File: src/rtl/scr_pkg.sv
package scr_pkg;
    // readout control states
    typedef enum logic [1:0] {
        ST_IDLE  = 2'd0,
        ST_SHIFT = 2'd1
    } rd_state_e;
endpackage

File: src/rtl/scr_capture.sv
module scr_capture #(
    parameter int N_LONG = 64,
    parameter int FAN    = 5
) (
    input  logic                  clk,
    input  logic                  rst_n,
    input  logic                  load,
    input  logic                  test_en,
    input  logic [N_LONG-1:0]     live_top,
    input  logic [N_LONG*FAN-1:0] live_bot,
    input  logic [N_LONG-1:0]     test_top,
    input  logic [N_LONG*FAN-1:0] test_bot,
    output logic [N_LONG-1:0]     sel_top,
    output logic [N_LONG*FAN-1:0] sel_bot,
    output logic [N_LONG-1:0]     sel_coinc,
    output logic [N_LONG-1:0]     lat_top,
    output logic [N_LONG*FAN-1:0] lat_bot,
    output logic [N_LONG-1:0]     lat_coinc
);
    // source select: injected pattern or live discriminator bits
    assign sel_top = test_en ? test_top : live_top;
    assign sel_bot = test_en ? test_bot : live_bot;

    // per-strip coincidence against the OR of the strips beneath
    for (genvar g = 0; g < N_LONG; g++) begin : g_coinc
        assign sel_coinc[g] = sel_top[g] & (|sel_bot[g*FAN +: FAN]);
    end

    always_ff @(posedge clk) begin
        if (!rst_n) begin
            lat_top   <= '0;
            lat_bot   <= '0;
            lat_coinc <= '0;
        end else if (load) begin
            lat_top   <= sel_top;
            lat_bot   <= sel_bot;
            lat_coinc <= sel_coinc;
        end
    end
endmodule

File: src/rtl/scr_fastor.sv
module scr_fastor #(
    parameter int N_LONG = 64,
    parameter int FAN    = 5
) (
    input  logic [N_LONG-1:0]     lat_top,
    input  logic [N_LONG*FAN-1:0] lat_bot,
    input  logic [N_LONG-1:0]     lat_coinc,
    output logic                  any_top,
    output logic                  any_bot,
    output logic                  any_coinc
);
    logic [N_LONG-1:0] group_or;

    // bottom summary built from one small OR per long strip
    for (genvar g = 0; g < N_LONG; g++) begin : g_grp
        assign group_or[g] = |lat_bot[g*FAN +: FAN];
    end

    assign any_top   = |lat_top;
    assign any_bot   = |group_or;
    assign any_coinc = |lat_coinc;
endmodule

File: src/rtl/scr_serializer.sv
module scr_serializer
    import scr_pkg::*;
#(
    parameter int N_LONG  = 64,
    parameter int FAN     = 5,
    parameter int N_LANES = 4
) (
    input  logic                  clk,
    input  logic                  rst_n,
    input  logic                  strobe,
    input  logic [N_LONG-1:0]     sel_top,
    input  logic [N_LONG*FAN-1:0] sel_bot,
    input  logic [N_LONG-1:0]     sel_coinc,
    output logic                  accept,
    output logic                  busy,
    output logic                  frame_valid,
    output logic [N_LANES-1:0]    lane_data
);
    localparam int FRAME_BITS = FAN + 3;
    localparam int PER_LANE   = N_LONG / N_LANES;
    localparam int LANE_BITS  = PER_LANE * FRAME_BITS;
    localparam int CNT_W      = $clog2(LANE_BITS);
    localparam logic [CNT_W-1:0] LAST_BIT = CNT_W'(LANE_BITS - 1);

    rd_state_e          state_q, state_d;
    logic [CNT_W-1:0]   bit_q;
    logic               last_bit;
    logic [LANE_BITS-1:0] shreg_q [N_LANES];
    logic [LANE_BITS-1:0] frame_img [N_LANES];

    assign last_bit = (bit_q == LAST_BIT);

    // frame image per lane: first transmitted bit sits at the MSB
    for (genvar k = 0; k < N_LANES; k++) begin : g_img
        for (genvar s = 0; s < PER_LANE; s++) begin : g_strip
            localparam int STRIP = k * PER_LANE + s;
            localparam int TOPB  = LANE_BITS - 1 - s * FRAME_BITS;
            assign frame_img[k][TOPB]                = sel_top[STRIP];
            assign frame_img[k][TOPB-1]              = sel_coinc[STRIP];
            for (genvar p = 0; p < FAN; p++) begin : g_bot
                assign frame_img[k][TOPB-2-p]        = sel_bot[STRIP*FAN + p];
            end
            assign frame_img[k][TOPB-FRAME_BITS+1]   = 1'b0;
        end
    end

    // next-state logic
    always_comb begin
        state_d = state_q;
        accept  = 1'b0;
        unique case (state_q)
            ST_IDLE: begin
                if (strobe) begin
                    accept  = 1'b1;
                    state_d = ST_SHIFT;
                end
            end
            ST_SHIFT: begin
                if (last_bit) state_d = ST_IDLE;
            end
            default: state_d = ST_IDLE;
        endcase
    end

    // state register and bit counter
    always_ff @(posedge clk) begin
        if (!rst_n) begin
            state_q <= ST_IDLE;
            bit_q   <= '0;
        end else begin
            state_q <= state_d;
            if (accept || state_q != ST_SHIFT) bit_q <= '0;
            else                              bit_q <= bit_q + 1'b1;
        end
    end

    // lane shifters
    for (genvar k = 0; k < N_LANES; k++) begin : g_shift
        always_ff @(posedge clk) begin
            if (!rst_n)                   shreg_q[k] <= '0;
            else if (accept)              shreg_q[k] <= frame_img[k];
            else if (state_q == ST_SHIFT) shreg_q[k] <= {shreg_q[k][LANE_BITS-2:0], 1'b0};
        end
    end

    // outputs
    always_comb begin
        busy        = (state_q == ST_SHIFT);
        frame_valid = (state_q == ST_SHIFT);
        for (int k = 0; k < N_LANES; k++) begin
            lane_data[k] = frame_valid & shreg_q[k][LANE_BITS-1];
        end
    end
endmodule

File: src/rtl/strip_coinc_readout.sv
module strip_coinc_readout #(
    parameter int N_LONG  = 64,
    parameter int FAN     = 5,
    parameter int N_LANES = 4
) (
    input  logic                  clk,
    input  logic                  rst_n,
    input  logic                  strobe,
    input  logic                  test_en,
    input  logic [N_LONG-1:0]     hit_top,
    input  logic [N_LONG*FAN-1:0] hit_bot,
    input  logic [N_LONG-1:0]     test_top,
    input  logic [N_LONG*FAN-1:0] test_bot,
    output logic                  busy,
    output logic                  frame_valid,
    output logic [N_LANES-1:0]    lane_data,
    output logic                  fast_or_top,
    output logic                  fast_or_bot,
    output logic                  fast_or_coinc
);
    localparam int N_SHORT = N_LONG * FAN;

    logic                accept;
    logic [N_LONG-1:0]   sel_top, sel_coinc, lat_top, lat_coinc;
    logic [N_SHORT-1:0]  sel_bot, lat_bot;

    scr_capture #(.N_LONG(N_LONG), .FAN(FAN)) u_capture (
        .clk      (clk),
        .rst_n    (rst_n),
        .load     (accept),
        .test_en  (test_en),
        .live_top (hit_top),
        .live_bot (hit_bot),
        .test_top (test_top),
        .test_bot (test_bot),
        .sel_top  (sel_top),
        .sel_bot  (sel_bot),
        .sel_coinc(sel_coinc),
        .lat_top  (lat_top),
        .lat_bot  (lat_bot),
        .lat_coinc(lat_coinc)
    );

    scr_fastor #(.N_LONG(N_LONG), .FAN(FAN)) u_fastor (
        .lat_top  (lat_top),
        .lat_bot  (lat_bot),
        .lat_coinc(lat_coinc),
        .any_top  (fast_or_top),
        .any_bot  (fast_or_bot),
        .any_coinc(fast_or_coinc)
    );

    scr_serializer #(.N_LONG(N_LONG), .FAN(FAN), .N_LANES(N_LANES)) u_ser (
        .clk        (clk),
        .rst_n      (rst_n),
        .strobe     (strobe),
        .sel_top    (sel_top),
        .sel_bot    (sel_bot),
        .sel_coinc  (sel_coinc),
        .accept     (accept),
        .busy       (busy),
        .frame_valid(frame_valid),
        .lane_data  (lane_data)
    );
endmodule

File: config.mk
export PLATFORM = sky130hd
export DESIGN_NAME = strip_coinc_readout
export DESIGN_NICKNAME = d
export VERILOG_FILES = /design/src/rtl/scr_pkg.sv /design/src/rtl/scr_capture.sv /design/src/rtl/scr_fastor.sv /design/src/rtl/scr_serializer.sv /design/src/rtl/strip_coinc_readout.sv
export SDC_FILE = /design/constraint.sdc
export NUM_CORES = 2
export LEC_CHECK = 0
export BUFFER_PORTS_ARGS = -buffer_cell sky130_fd_sc_hd__buf_2
export CAP_MARGIN = 20
export CORE_AREA = 2 2 308 310
export DETAILED_ROUTE_END_ITERATION = 16
export DIE_AREA = 0 0 310 312
export PLACE_DENSITY = 0.66
export SLEW_MARGIN = 25
export SYNTH_ARGS = -nofsm -noshare
export SYNTH_HDL_FRONTEND = slang
export SYNTH_SLANG_ARGS = --single-unit
File: constraint.sdc
create_clock -name clk -period 15.29 [get_ports clk]
set_input_delay 3.058 -clock clk [delete_from_list [all_inputs] [get_ports clk]]
set_output_delay 3.058 -clock clk [all_outputs]
set_load 0.03 [all_outputs]
Yosys cells after proc, flatten, opt, wreduce, memory -nomap -nowiden
Memories as Yosys holds them, arrays and structs flattened.
Cells that the tools add are included.

storage, ports and cells
  flip-flop bits (word level) = 457
  memory bits (writable) = 508
  output and inout port bits = 9
  logic and storage cells = 183
  memories kept = 1

operators by class
  $add $sub $neg = 1
  equality and inequality tests = 5
  mux-type cells = 23
  bitwise operators = 77
  reduce and logical (&&, ||, !) cells = 71

memories
  memory         depth  width  rd ports  clocked after memory_dff  wr ports  line                  source
  u_ser.shreg_q  4      127    4         0                         4         scr_serializer.sv:28  logic [LANE_BITS-1:0] shreg_q [N_LANES];

operators with widths
  kind                                                    number
  2-to-1 mux 127 bit                                      8
  2-to-1 mux 320 bit                                      1
  OR reduction 320 bit                                    1
  OR reduction 5 bit                                      64
  OR reduction 64 bit                                     2
  AND 1 bit                                               68
  2-to-1 mux 64 bit                                       1
  2-to-1 mux 1 bit                                        10
  OR 1 bit                                                8
  adder 7 x 1 -> 7 bit (second input constant)            1
  equality test 7 bit (second input constant)             1
  2-to-1 mux 2 bit                                        2
  inequality test 2 x 1 -> 1 bit (second input constant)  2
  one-hot mux 2 bit (2 select lines)                      1
  equality test 2 x 1 -> 1 bit (second input constant)    1
  zero test 2 bit                                         1
  inequality test 2 bit (second input constant)           1
  AND reduction 2 bit                                     1
  OR reduction 2 bit                                      1
  logical OR 1 bit                                        1
  NOT 1 bit                                               1

Logic depth before layout (Yosys ltp)
  depth after elaboration = 7
  depth in mapped cells = 7
  mapped depth without buffers = 6

Cells and area by module
Synthesis repeated with hierarchy kept, for this count alone.

unflattened totals
  cell total of the unflattened synthesis = 3740
  area, all modules = 45640.0 um2

by module, submodules not included
  module          instances  cells each  area an instance (um2)  seq. area each (um2)
  scr_capture     1          2420        24049.3                 8968.6
  scr_serializer  1          1171        20624.8                 15414.8
  scr_fastor      1          149         965.9                   0.0

Worst setup path before layout
No wires, ideal clock.

  path kind = input port to flip-flop
  start point = input port rst_n
  end point = memory u_ser.shreg_q[0][0] (netlist name) (enable)
  arrival = 10016 ps
  data required time = 12505 ps
  path slack = 2490 ps
  cell stages on the path = 5
  path buffers = 3
  cells stage by stage = buf_2 a21boi_1 buf_2 clkbuf_1 nand2_1

RTL lines
  item                line                      source
  start: declaration  strip_coinc_readout.sv:7  input logic rst_n,
  end: declaration    scr_serializer.sv:28

Worst setup path after layout
  start point = register u_capture.lat_bot[97]
  end point = output port fast_or_bot

on the way
  word-level cells in the longest chain between the ends = 1

RTL lines
  item                      line                       source
  start: declaration        scr_capture.sv:17          output logic [N_LONG*FAN-1:0] lat_bot,
  start signal: assignment  scr_capture.sv:36          lat_bot <= sel_bot;
  OR reduction 320 bit      scr_fastor.sv:20           assign any_bot = |group_or;
  end: declaration          strip_coinc_readout.sv:18  output logic fast_or_bot,

Every way passes these cells.

==> flow_metrics.tcl <==
set metrics [dict create \
    cts_buffer_depth 3 \
    hold-worst-slack_ns 0.438 \
    die_x_um 310 \
    area_growth_pct 20.1 \
    vias 29948 \
    worst-setup-path-type "reg2out" \
    min_period_ns 6.31 \
    max_slew_margin_pct 23.4 \
    power_density_mw_per_mm2 130 \
    mostFrequentLayoutCells "a21o_1 (891), buf_2 (778), edfxtp_1 (508)" \
    drive_above_1_share_pct 23.6 \
    worstPathArrival_ns 3.25 \
    syn_area_sq_mm 0.0409 \
    clock_latency_ns 0.65 \
    rsz0062_at_grt "false" \
    max_freq_mhz 159 \
    syn-num-nets 4172 \
    core_area_sq_mm 0.0930 \
    yosysWarnings 0 \
    final-hold-violation-count 0 \
    dp_hpwl_um 87200 \
    detail-route-antenna-nets 0 \
    fin_crit_sh_pct 41.3 \
    worst_pin_slew_ns 1.15 \
    layout_commonest_cell "a21o_1" \
    grt_overflow 0 \
    yosysSeqAreaShare_pct 59.6 \
    setup_viol 0 \
    place_area_sq_mm 0.0457 \
    ir_drop_uv 93.4 \
    synth.avg_cell_area_sq_um 12.0 \
    max_cap_viol_count 0 \
    p_leak_uw 0.0273 \
    final_cell_area_sq_mm 0.0491 \
    tns_ns 0 \
    grt_pass1_vias 29951 \
    syn_inst 3399 \
    clk_pin_slew_ns 0.06 \
    cts_tree "built" \
    portBuffers 780 \
    status "completed" \
    yosysUniqueCellTypes 27 \
    place_congestion 0.876 \
    grt_usage_pct 23.9 \
    hp-class "reg2reg" \
    instances_no_fill 5439 \
    antenna_found_initial 13 \
    post_drt_wl_per_cell_um 22.1 \
    via_per_inst 5.51 \
    rows 112 \
    io_pins 781 \
    fin_skew_ns 0.0204 \
    drt-total-wl_um 120000 \
    die_area_sq_mm 0.0967 \
    nets 4867 \
    ctsResizeCount 0 \
    hold_buffers 0 \
    grt_max_degree 218 \
    cp-end-kind "primary output" \
    finalMaxSlewViolations 0 \
    total_power_uw 6370 \
    place_inst 5246 \
    cts_setup_buffers 0 \
    dr.pass1.iters 5 \
    dieHeight_um 312 \
    path_max_fanout 2 \
    grt_pass1_wl_um 176000 \
    cts_made_buffers 99 \
    initialDrtViolationCount 2082 \
    root_buffer "clkbuf_16" \
    drc 0 \
    crit_path_start_kind "register" \
    crit_required_ns 12.23 \
    start_util_pct 44.0 \
    cts.sinks 964 \
    htreeDepth 3 \
    synth_seq_cells 964 \
]
per-layer routing:
metal  share of wire, %  wire length, um  global-route usage (%)  vias to the layer above
met5              0.056               67                       0                        -
met3                5.6             6760                    3.61                      166
met1                 44            52800                    32.3                    14742
met4                2.5             2980                    6.58                       10
met2                 48            57800                    40.0                      888
li1                   -                -                       -                    14142
critical path: stages (launching register included):
cell and delay [ns]:
dfxtp_1 0.31, nor4_1 0.77, nand4_1 0.23, or4_1 0.61
nor2_1 0.29, nand4_1 0.12, buf_2 0.25
cell families (layout without fill, tap and decap cells):
kind of cell	Yosys count	in the layout	share of synthesized area, %
AO/OA/AOI/OAI	1021	1021	18.3
buffers and inverters	215	995	2.75
multiplexers	384	384	9.40
AND/OR/NAND/NOR	809	809	9.77
flip-flops	964	964	59.6
XOR/XNOR	5	5	0.107
other	0	6	0
adder cells (fa/ha/maj)	1	1	0.0306
area by class of cell:
class	instances	area, sq um
inverter	1	3.75
fill	8364	43900
timing repair buffer	808	4230
clock inverter	59	709
sequential	964	24400
multi-input combinational	2220	15500
clock buffer	127	2710
antenna	6	15.0
tap	1254	1570
synth_stat cells:
cell	count	area share, %
a21boi_1	65	1.2
a21o_1	891	16
a21o_2	1	0.021
and2_1	5	0.076
and3_1	62	0.95
buf_1	3	0.028
buf_2	120	1.5
buf_4	31	0.57
buf_6	7	0.19
clkbuf_1	53	0.49
dfxtp_1	456	22
edfxtp_1	508	37
ha_1	1	0.031
inv_2	1	0.0092
mux2i_1	384	9.4
nand2_1	71	0.65
nand3_1	2	0.024
nand3_2	1	0.024
nand4_1	29	0.44
nor2_1	392	3.6
nor4_1	178	2.7
nor4_2	1	0.031
o21ai_0	63	0.77
o21ai_1	1	0.012
or4_1	68	1.2
xnor2_1	3	0.064
xor2_1	2	0.043
flip-flops by register name (all words and copies together), names as in the netlist:
register,count
u_capture.lat_bot,320
u_capture.lat_coinc,64
u_capture.lat_top,64
u_ser.bit_q,7
u_ser.shreg_q,508
u_ser.state_q,1
where the power goes:
part / total [uW] / internal (uW) / leakage, uW / switching, uW
clock network: 2520 / 1490 / 0.00168 / 1030
registers: 3140 / 3020 / 0.00939 / 114
logic: 709 / 290 / 0.0163 / 420
total: 6370 / 4810 / 0.0273 / 1560
metrics by stage:
step           utilization (%)  setup slack (ns)
2_1_floorplan                -              2.49
3_3_place_gp              49.0              8.43
3_5_place_dp              49.1              8.43
4_1_cts                   52.7              8.68
5_1_grt                   52.8              8.73
6_report                  52.8              8.98
final timing paths:
kind	from	endpoint	slack, ns	cells after the start
max	u_capture.lat_bot[97]	fast_or_bot	8.98	6
min	u_ser.bit_q[0]	u_ser.bit_q[0]	0.44	1
max reg2reg	u_ser.state_q[0]	u_capture.lat_bot[52]	10.73	7
min reg2reg	u_ser.bit_q[0]	u_ser.bit_q[0]	0.44	1
No activity file was read; power rests on OpenSTA's default activity.
